==> config.mk <==
export PLATFORM = sky130hd
export DESIGN_NAME = frac_mac
export DESIGN_NICKNAME = d
export VERILOG_FILES = /design/src/rtl/frac_mac_pkg.sv /design/src/rtl/frac_mac_rst_sync.sv /design/src/rtl/frac_mac_product.sv /design/src/rtl/frac_mac_accum.sv /design/src/rtl/frac_mac_index.sv /design/src/rtl/frac_mac.sv
export SDC_FILE = /design/constraint.sdc
export NUM_CORES = 1
export LEC_CHECK = 0
export BUFFER_PORTS_ARGS = -buffer_cell sky130_fd_sc_hd__buf_2
export CORE_MARGIN = 1
export CORE_UTILIZATION = 55
export CTS_CLUSTER_DIAMETER = 80
export CTS_CLUSTER_SIZE = 16
export DETAILED_ROUTE_END_ITERATION = 6
export PLACE_DENSITY = 0.75
export SLEW_MARGIN = 10
export SYNTH_ARGS = -nofsm -noshare
export SYNTH_HDL_FRONTEND = slang
export SYNTH_SLANG_ARGS = --single-unit
==> constraint.sdc <==
create_clock -name clk -period 5.4 [get_ports clk]
set_clock_uncertainty 0.15 [all_clocks]
set_input_delay 0 -clock clk [delete_from_list [all_inputs] [get_ports clk]]
set_output_delay 0 -clock clk [all_outputs]
set_load 0.01 [all_outputs]
==> src/rtl/frac_mac_pkg.sv <==
package frac_mac_pkg;

  typedef enum logic {
    SAT_WRAP  = 1'b0,
    SAT_CLAMP = 1'b1
  } sat_mode_e;

  typedef struct packed {
    logic wide;   // 36-bit two's complement overflow
    logic frac;   // left the 32-bit fraction range
  } ovf_flags_t;

endpackage

==> src/rtl/frac_mac_rst_sync.sv <==
module frac_mac_rst_sync #(
  parameter int STAGES = 2
) (
  input  logic clk,
  input  logic rst_n_in,
  output logic rst_n_out
);

  logic [STAGES-1:0] sync_q;

  always_ff @(posedge clk or negedge rst_n_in) begin
    if (!rst_n_in) begin
      sync_q <= '0;
    end else begin
      sync_q <= {sync_q[STAGES-2:0], 1'b1};
    end
  end

  assign rst_n_out = sync_q[STAGES-1];

endmodule

==> src/rtl/frac_mac_product.sv <==
module frac_mac_product #(
  parameter  int OP_W  = 16,
  parameter  int ACC_W = 36,
  localparam int PRD_W = 2 * OP_W
) (
  input  logic [OP_W-1:0]  mult_a,
  input  logic [OP_W-1:0]  mult_b,
  output logic [ACC_W-1:0] addend
);

  logic signed [PRD_W-1:0] prod;
  logic        [ACC_W-1:0] prod_ext;

  always_comb begin
    prod     = $signed(mult_a) * $signed(mult_b);
    // Sign-extend first, then shift, so that -1 x -1 becomes +1.0 in the guard bits
    prod_ext = {{(ACC_W-PRD_W){prod[PRD_W-1]}}, prod};
    addend   = {prod_ext[ACC_W-2:0], 1'b0};
  end

endmodule

==> src/rtl/frac_mac_accum.sv <==
module frac_mac_accum
  import frac_mac_pkg::*;
#(
  parameter  int ACC_W  = 36,
  parameter  int FRAC_W = 31,
  parameter  int LO_W   = 16,
  localparam int HI_W   = ACC_W - LO_W,
  localparam int SUM_W  = ACC_W + 1,
  localparam int TOP_W  = SUM_W - FRAC_W
) (
  input  logic             clk,
  input  logic             rst_n,
  input  logic             fire,
  input  logic             sat_en,
  input  logic             hi_load,
  input  logic [HI_W-1:0]  hi_data,
  input  logic             lo_load,
  input  logic [LO_W-1:0]  lo_data,
  input  logic [ACC_W-1:0] addend,
  input  logic             flag_clr,
  output logic [ACC_W-1:0] acc,
  output logic             ovf_wide,
  output logic             ovf_frac
);

  sat_mode_e        mode;
  logic [SUM_W-1:0] sum;
  logic [TOP_W-1:0] top_bits;
  logic             out_rng;
  logic             wide_ovf;
  logic [ACC_W-1:0] clamp_v;
  logic [ACC_W-1:0] mac_v;
  logic [ACC_W-1:0] acc_d, acc_q;
  logic             acc_en;
  ovf_flags_t       flg_d, flg_q;
  logic             flg_en;

  // Arithmetic: true sum carries one extra bit so its sign is never lost
  always_comb begin
    mode     = sat_mode_e'(sat_en);
    sum      = {acc_q[ACC_W-1], acc_q} + {addend[ACC_W-1], addend};
    top_bits = sum[SUM_W-1:FRAC_W];
    out_rng  = !((&top_bits) || !(|top_bits));
    wide_ovf = sum[SUM_W-1] ^ sum[SUM_W-2];
    clamp_v  = sum[SUM_W-1] ? {{(ACC_W-FRAC_W){1'b1}}, {FRAC_W{1'b0}}}
                            : {{(ACC_W-FRAC_W){1'b0}}, {FRAC_W{1'b1}}};
    mac_v    = (mode == SAT_CLAMP && out_rng) ? clamp_v : sum[ACC_W-1:0];
  end

  // Accumulator next state: direct loads outrank the multiply-accumulate
  always_comb begin
    acc_d  = acc_q;
    acc_en = hi_load | lo_load | fire;
    if (hi_load || lo_load) begin
      if (hi_load) acc_d[ACC_W-1:LO_W] = hi_data;
      if (lo_load) acc_d[LO_W-1:0]     = lo_data;
    end else if (fire) begin
      acc_d = mac_v;
    end
  end

  // Flag next state: clear outranks set
  always_comb begin
    flg_en = flag_clr | fire;
    if (flag_clr) begin
      flg_d = '0;
    end else begin
      flg_d.wide = flg_q.wide | wide_ovf;
      flg_d.frac = flg_q.frac | out_rng;
    end
  end

  always_ff @(posedge clk or negedge rst_n) begin
    if (!rst_n) begin
      acc_q <= '0;
    end else if (acc_en) begin
      acc_q <= acc_d;
    end
  end

  always_ff @(posedge clk or negedge rst_n) begin
    if (!rst_n) begin
      flg_q <= '0;
    end else if (flg_en) begin
      flg_q <= flg_d;
    end
  end

  assign acc      = acc_q;
  assign ovf_wide = flg_q.wide;
  assign ovf_frac = flg_q.frac;

endmodule

==> src/rtl/frac_mac_index.sv <==
module frac_mac_index #(
  parameter int IDX_W = 8
) (
  input  logic             clk,
  input  logic             rst_n,
  input  logic             mask_load,
  input  logic [IDX_W-1:0] mask_data,
  input  logic             idx_load,
  input  logic [IDX_W-1:0] idx_data,
  input  logic [IDX_W-1:0] step,
  input  logic             advance,
  output logic [IDX_W-1:0] idx,
  output logic [IDX_W-1:0] mask
);

  logic [IDX_W-1:0] idx_d, idx_q;
  logic [IDX_W-1:0] mask_q;
  logic [IDX_W-1:0] bumped;
  logic             idx_en;

  always_comb begin
    bumped = idx_q + step;
    idx_en = idx_load | advance;
    if (idx_load) begin
      idx_d = idx_data;
    end else begin
      idx_d = (idx_q & ~mask_q) | (bumped & mask_q);
    end
  end

  always_ff @(posedge clk or negedge rst_n) begin
    if (!rst_n) begin
      idx_q <= '0;
    end else if (idx_en) begin
      idx_q <= idx_d;
    end
  end

  always_ff @(posedge clk or negedge rst_n) begin
    if (!rst_n) begin
      mask_q <= '0;
    end else if (mask_load) begin
      mask_q <= mask_data;
    end
  end

  assign idx  = idx_q;
  assign mask = mask_q;

endmodule

==> src/rtl/frac_mac.sv <==
module frac_mac #(
  parameter  int OP_W    = 16,
  parameter  int GUARD_W = 4,
  parameter  int IDX_W   = 8,
  parameter  int LO_W    = 16,
  localparam int FRAC_W  = 2 * OP_W - 1,
  localparam int ACC_W   = FRAC_W + 1 + GUARD_W,
  localparam int HI_W    = ACC_W - LO_W,
  localparam int AXES    = 2
) (
  input  logic               clk,
  input  logic               rst_n,
  input  logic               op_a_load,
  input  logic [OP_W-1:0]    op_a_data,
  input  logic               op_b_load,
  input  logic [OP_W-1:0]    op_b_data,
  input  logic               acc_hi_load,
  input  logic [HI_W-1:0]    acc_hi_data,
  input  logic               acc_lo_load,
  input  logic [LO_W-1:0]    acc_lo_data,
  input  logic               mac_start,
  input  logic               sat_en,
  input  logic               flag_clr,
  input  logic               mask_load,
  input  logic [2*IDX_W-1:0] mask_data,
  input  logic               idx_load,
  input  logic [IDX_W-1:0]   idx_x_data,
  input  logic [IDX_W-1:0]   idx_y_data,
  input  logic [IDX_W-1:0]   step_x,
  input  logic [IDX_W-1:0]   step_y,
  output logic [HI_W-1:0]    acc_hi,
  output logic [LO_W-1:0]    acc_lo,
  output logic               ovf_mac,
  output logic               ovf_ext,
  output logic [IDX_W-1:0]   idx_x,
  output logic [IDX_W-1:0]   idx_y
);

  logic                        rst_sync_n;
  logic [OP_W-1:0]             op_a_q, op_b_q;
  logic [ACC_W-1:0]            addend;
  logic [ACC_W-1:0]            acc;
  logic                        mac_fire;
  logic [AXES-1:0][IDX_W-1:0]  mask_in, idx_in, step_in, idx_out, mask_out;
  logic [IDX_W-1:0]            mask_x_q, mask_y_q;

  frac_mac_rst_sync #(.STAGES(2)) u_rst_sync (
    .clk       (clk),
    .rst_n_in  (rst_n),
    .rst_n_out (rst_sync_n)
  );

  // Operand registers
  always_ff @(posedge clk or negedge rst_sync_n) begin
    if (!rst_sync_n) begin
      op_a_q <= '0;
    end else if (op_a_load) begin
      op_a_q <= op_a_data;
    end
  end

  always_ff @(posedge clk or negedge rst_sync_n) begin
    if (!rst_sync_n) begin
      op_b_q <= '0;
    end else if (op_b_load) begin
      op_b_q <= op_b_data;
    end
  end

  // A start colliding with an accumulator load is dropped entirely
  assign mac_fire = mac_start & ~acc_hi_load & ~acc_lo_load;

  frac_mac_product #(.OP_W(OP_W), .ACC_W(ACC_W)) u_product (
    .mult_a (op_a_q),
    .mult_b (op_b_q),
    .addend (addend)
  );

  frac_mac_accum #(.ACC_W(ACC_W), .FRAC_W(FRAC_W), .LO_W(LO_W)) u_accum (
    .clk      (clk),
    .rst_n    (rst_sync_n),
    .fire     (mac_fire),
    .sat_en   (sat_en),
    .hi_load  (acc_hi_load),
    .hi_data  (acc_hi_data),
    .lo_load  (acc_lo_load),
    .lo_data  (acc_lo_data),
    .addend   (addend),
    .flag_clr (flag_clr),
    .acc      (acc),
    .ovf_wide (ovf_mac),
    .ovf_frac (ovf_ext)
  );

  // Axis 1 = x, axis 0 = y
  assign mask_in = {mask_data[2*IDX_W-1:IDX_W], mask_data[IDX_W-1:0]};
  assign idx_in  = {idx_x_data, idx_y_data};
  assign step_in = {step_x, step_y};

  for (genvar g = 0; g < AXES; g++) begin : g_axis
    frac_mac_index #(.IDX_W(IDX_W)) u_index (
      .clk       (clk),
      .rst_n     (rst_sync_n),
      .mask_load (mask_load),
      .mask_data (mask_in[g]),
      .idx_load  (idx_load),
      .idx_data  (idx_in[g]),
      .step      (step_in[g]),
      .advance   (mac_fire),
      .idx       (idx_out[g]),
      .mask      (mask_out[g])
    );
  end

  assign idx_x    = idx_out[1];
  assign idx_y    = idx_out[0];
  assign mask_x_q = mask_out[1];
  assign mask_y_q = mask_out[0];
  assign acc_hi   = acc[ACC_W-1:LO_W];
  assign acc_lo   = acc[LO_W-1:0];

endmodule

==> flow_metrics.py, run 1 <==
metrics = {
    "run_status": {
        "outcome": "finished with violations",
        "violations": "negative setup slack",
    },
    "synth": {
        "ys_seq_elements": 104,
        "synth_async_sr_flop_share_pct": 100,
        "syn_area_sq_um": 16700,
        "yosys_most_used_dff": "dfrtp_1",
        "synthCells": 1779,
        "yosysUniqueCellTypes": 86,
        "synth_edf_count": 0,
        "syn-num-nets": 2306,
        "synth_top_area_share_pct": 31.8,
        "yosysTopAreaCell": "fa_1",
        "ys_top_cells_by_area": "fa_1, dfrtp_1, ha_1",
        "seq_area_frac_synth_pct": 15.6,
        "yosysWarnings": 0,
        "syn_area_per_cell_sq_um": 9.38,
    },
    "floorplanning": {
        "row_count": 63,
        "start_util_pct": 56.2,
        "core_area_sq_um": 29700,
        "ios": 181,
        "dieWidth_um": 176,
        "die_area_sq_um": 31100,
        "fp.dieH_um": 176,
    },
    "grt": {
        "grt_overflow": 0,
        "grt_start_max_net_pins": 67,
        "grt_util_met2_pct": 61.2,
        "grt_most_used_layer": "met2",
        "grt_pass1_wl_um": 84300,
        "grt_pass1_vias": 17200,
        "antenna_found_initial": 0,
        "grt_use_met1_pct": 41.2,
        "grt_util_all_layers_pct": 34.7,
        "grt_util_met3_pct": 6.33,
    },
    "cts": {
        "cts_tree": "done",
        "numClockSinks": 104,
        "clkTransAtPathRegs_ns": 0.09,
        "ctsHtreeMaxLevel": 3,
        "cts-root-buf": "clkbuf_16",
        "worst_skew_pair.late_latency_ns": 0.38,
        "clock_path_buffers": 2,
        "numCtsBuffers": 9,
    },
    "worst_setup_path": {
        "crit_required_ns": 5.51,
        "setup.worst_path.class": "reg -> reg",
        "crit_family": "adder cells",
        "cp_slowest_stage_delay_ns": 0.56,
        "startpoint_type": "flip-flop",
        "reg2reg_from": "op_b_q[10]",
        "path_buf_inv": 7,
        "cp_max_fo": 7,
        "crit_path_end_kind": "flip-flop",
        "slowest_stage": "fa_1",
        "crit_arrival_ns": 9.56,
        "crit_start": "op_b_q[10]",
    },
    "final_layout": {
        "layout_commonest_cell": "inv_1",
        "post-route-util_pct": 75.9,
        "n_antenna_cell": 0,
        "drive_gt1_share_pct": 30.0,
        "areaGrowthSynthToFinish_pct": 35.2,
        "fin_area_sq_um": 22600,
        "layout_common_cells": "inv_1, buf_4, fa_1",
        "finalNetCount": 2893,
    },
    "job": {
        "max_cap_viol_count": 0,
    },
    "route": {
        "drc": 0,
        "first_pass_iters": 7,
        "wirelength_um": 52700,
        "ant_nets": 0,
        "drtIter0Drc": 1118,
        "wire_per_inst_um": 19.1,
        "dr_total_vias": 15700,
        "viasPerCell": 5.70,
    },
    "timing": {
        "rsz0062_at_grt": "yes",
        "finalCritPeriodShare_pct": 175,
        "min_period_ns": 9.45,
        "slew_headroom_pct": 39.4,
        "tightest_slew_ns": 0.910,
        "slew_violations": 0,
        "hold_viol_final": 0,
        "fmax_mhz": 106,
        "setup_slack_ns": -4.05,
        "setup_viol": 38,
        "worst_hold_slack_ns": 0.0162,
    },
    "placed_design": {
        "gp_congestion": 0.911,
        "place_area_sq_um": 20000,
        "dpl.hpwl_um": 37300,
        "portBuffers": 180,
    },
    "worst_hold_path": {
        "hold_path.class": "in -> reg",
        "hp-start": "mask_load",
    },
}
## metal layers
metal	up-vias	part of all wire, %	wire [um]
met5	-	0	0
li1	6856	-	-
met1	7791	36	19000
met3	264	7.6	3990
met4	0	5.1	2710
met2	824	51	27000
## cells by family (layout without fill, tap and decap cells)
kind of cell	count (synthesis)	in the layout	share of synthesized area (%)
AO/OA/AOI/OAI	273	273	11.1
XOR/XNOR	80	80	4.31
adder cells (fa/ha/maj)	400	400	41.9
buffers and inverters	394	986	9.40
flip-flops	104	104	15.6
multiplexers	51	51	3.49
other	1	1	0.0225
AND/OR/NAND/NOR	476	476	14.2
## worst reg2reg max path: cells and delay by family (launching register included)
family / cells / cell delay (ns)
flip-flops: 1 / 0.48
XOR/XNOR: 2 / 0.34
buffers and inverters: 7 / 0.60
AND/OR/NAND/NOR: 9 / 1.65
multiplexers: 1 / 0.11
AO/OA/AOI/OAI: 11 / 2.34
adder cells (fa/ha/maj): 9 / 3.66
## final timing paths
check                                             endpoint  slack (ns)  cells after the start
worst min-delay path             g_axis[0].u_index.mask[4]        0.02                      2
worst max-delay path                       u_accum.acc[17]       -4.05                     39
min in group asynchronous       asynchronous set/reset pin        0.18                      0
worst min register to register  asynchronous set/reset pin        0.18                      0
max in group asynchronous                   u_accum.acc[4]        3.57                      1
worst max register to register             u_accum.acc[17]       -4.05                     39
## final cells by class
type                       count  area (sq um)
sequential                   104          2630
clock inverter                 7          96.3
timing repair buffer         643          4830
fill                        1866          7150
tap                          390           488
inverter                     327          1230
clock buffer                   9           225
multi-input combinational   1281         13100
## stage by stage
step / setup TNS (ns) / instances / setup WS, ns
after CTS: -139.40 / 2747 / -3.77
after floorplan: -122.49 / 1779 / -3.34
final: -148.53 / 2761 / -4.05
after global routing: -162.63 / 2761 / -4.38
after global placement: -138.51 / 2565 / -3.73
after detailed placement: -148.92 / 2565 / -4.04
## cells in the mapped netlist, drive strengths merged, types with 36 or more instances
| master | count |
|---|---|
| xnor2 | 64 |
| mux2 | 47 |
| clkbuf | 53 |
| inv | 327 |
| nor2 | 62 |
| nand2 | 192 |
| o21ai | 36 |
| ha | 135 |
| fa | 265 |
| dfrtp | 104 |
| and2 | 116 |
| a21oi | 83 |
| nand3 | 41 |
## timing repair
action / CTS / global route
gates resized for setup: 74 / 47
setup endpoints to repair: 38 / 38
pin swaps: 62 / 56
hold buffers: 137 / 0
endpoints found under the hold margin: 104 / 0
setup buffers: 29 / 14
Power of run 1 is not shown: default switching activity piles up to over one toggle a cycle in this logic, so the estimate is an artifact.
==> inputs of run 2 (changes only) <==
Settings changed: SLEW_MARGIN 10 to default.
Clock period 5.4 ns to 10.2 ns, I/O delays scaled along.
==> run 2 against run 1 <==
Net effect:
- the run now ends clean
- global-route usage fell by 5.1 points
- register-to-register slack improved by 4.6 ns
- final area fell by 13%
- sequential share of layout area rose by 1.6 points
- count of clock-buffer cells in the layout did not move
- critical path type unchanged
- utilization fell by 9.5 points
- non-clock buffer count fell by 295
- wire length fell by 16%
- worst hold slack improved by 0.010 ns
==> flow_metrics.py, run 2 (synthesis gave the netlist of run 1 again) <==
metrics = {
    "run_status": {
        "outcome": "finished clean",
    },
    "worst_setup_path": {
        "crit_required_ns": 10.30,
        "setup.worst_path.class": "reg -> reg",
        "crit_path_end_kind": "flip-flop",
        "crit_path_frequent_cell": "fa_1",
        "cp_slowest_stage_delay_ns": 0.64,
        "startpoint_type": "flip-flop",
        "cp_max_fo": 12,
        "slowest_stage": "nor3b_1",
        "path_buf_inv": 6,
        "crit_family": "adder cells",
        "crit_arrival_ns": 9.79,
    },
    "placed_design": {
        "dp_slack_ns": 0.135,
        "dpl.hpwl_um": 34800,
        "gp_congestion": 0.926,
        "portBuffers": 180,
        "dp.cells": 2315,
    },
    "route": {
        "first_pass_iters": 5,
        "drc": 0,
        "wire_per_inst_um": 17.9,
        "viasPerCell": 5.62,
        "ant_nets": 0,
        "dr_total_vias": 13800,
        "drtIter0Drc": 745,
        "wirelength_um": 44200,
    },
    "floorplanning": {
        "row_count": 63,
        "ios": 181,
        "core_area_sq_um": 29700,
        "die_area_sq_um": 31100,
        "dieWidth_um": 176,
        "start_util_pct": 56.2,
        "fp.dieH_um": 176,
    },
    "cts": {
        "cts-root-buf": "clkbuf_16",
        "ctsHtreeMaxLevel": 3,
        "numClockSinks": 104,
        "clock_path_buffers": 2,
        "worst_skew_pair.late_latency_ns": 0.39,
        "clkTransAtPathRegs_ns": 0.09,
        "numCtsBuffers": 9,
        "cts_tree": "done",
    },
    "grt": {
        "grt_pass1_vias": 14500,
        "grt_pass1_wl_um": 71800,
        "antenna_found_initial": 0,
        "grt_overflow": 0,
        "grt_start_max_net_pins": 64,
        "grt_util_all_layers_pct": 29.6,
    },
    "final_layout": {
        "layout_common_cells": "inv_1, fa_1, nand2_1",
        "drive_gt1_share_pct": 16.5,
        "finalNetCount": 2598,
        "final_cells": 2466,
        "n_antenna_cell": 0,
        "layout_commonest_cell": "inv_1",
        "areaGrowthSynthToFinish_pct": 18.2,
        "post-route-util_pct": 66.4,
    },
    "timing": {
        "hold_viol_final": 0,
        "slew_violations": 0,
        "finalCritPeriodShare_pct": 95.0,
        "min_period_ns": 9.69,
        "slew_headroom_pct": 39.9,
        "fmax_mhz": 103,
        "worst_hold_slack_ns": 0.0266,
        "setup_viol": 0,
        "tightest_slew_ns": 0.902,
        "setup_slack_ns": 0.507,
    },
    "job": {
        "max_cap_viol_count": 0,
    },
    "worst_hold_path": {
        "hold_path.class": "in -> reg",
    },
}
run 2: cell types whose count changed in the layout (fill, tap and decap cells not counted), moves of 10 or more:
cell     previous run  this run
a21oi_1            66        81
buf_4             305        38
a21oi_2            14         2
ha_1              122       132
buf_6              14         0
run 2: cell type report:
class,count,area [sq um]
clock buffer,9,225
clock inverter,7,83.8
fill,2292,9990
inverter,327,1230
multi-input combinational,1281,12600
sequential,104,2620
tap,390,488
timing repair buffer,348,2490
run 2: path summary, 6_finish.rpt:
kind                                 startpoint                         to  slack [ns]  depth (start not counted)
max in group asynchronous  u_rst_sync.sync_q[1]             u_accum.acc[1]        8.42                          1
min reg2reg                u_rst_sync.sync_q[1]            u_accum.acc[30]        0.17                          0
max reg2reg                          op_a_q[13]            u_accum.acc[24]        0.51                         35
min in group asynchronous  u_rst_sync.sync_q[1]            u_accum.acc[30]        0.17                          0
max                                  op_a_q[13]            u_accum.acc[24]        0.51                         35
min                                   mask_load  g_axis[0].u_index.mask[3]        0.03                          2
run 2: through the flow:
stage          area (sq um)  TNS [ns]
4_1_cts               19600         0
3_3_place_gp          18000         0
2_1_floorplan         16700         0
6_report              19700         0
5_1_grt               19700   -0.0759
3_5_place_dp          18000         0
run 2: routing by layer:
layer,vias to the layer above,wire [um],global-route usage (%)
li1,6260,-,-
met1,6923,17600,37.8
met2,525,22000,49.4
met3,139,2520,4.31
met4,0,2060,14.4
met5,-,0,0
run 2: timing repair:
action | in CTS | in global routing
hold buffers | 130 | 0
hold endpoints to repair | 104 | 0
gates resized for setup | 0 | 32
setup endpoints to repair | 0 | 37
setup buffers | 0 | 5
Power of run 2 is left out for the same reason.
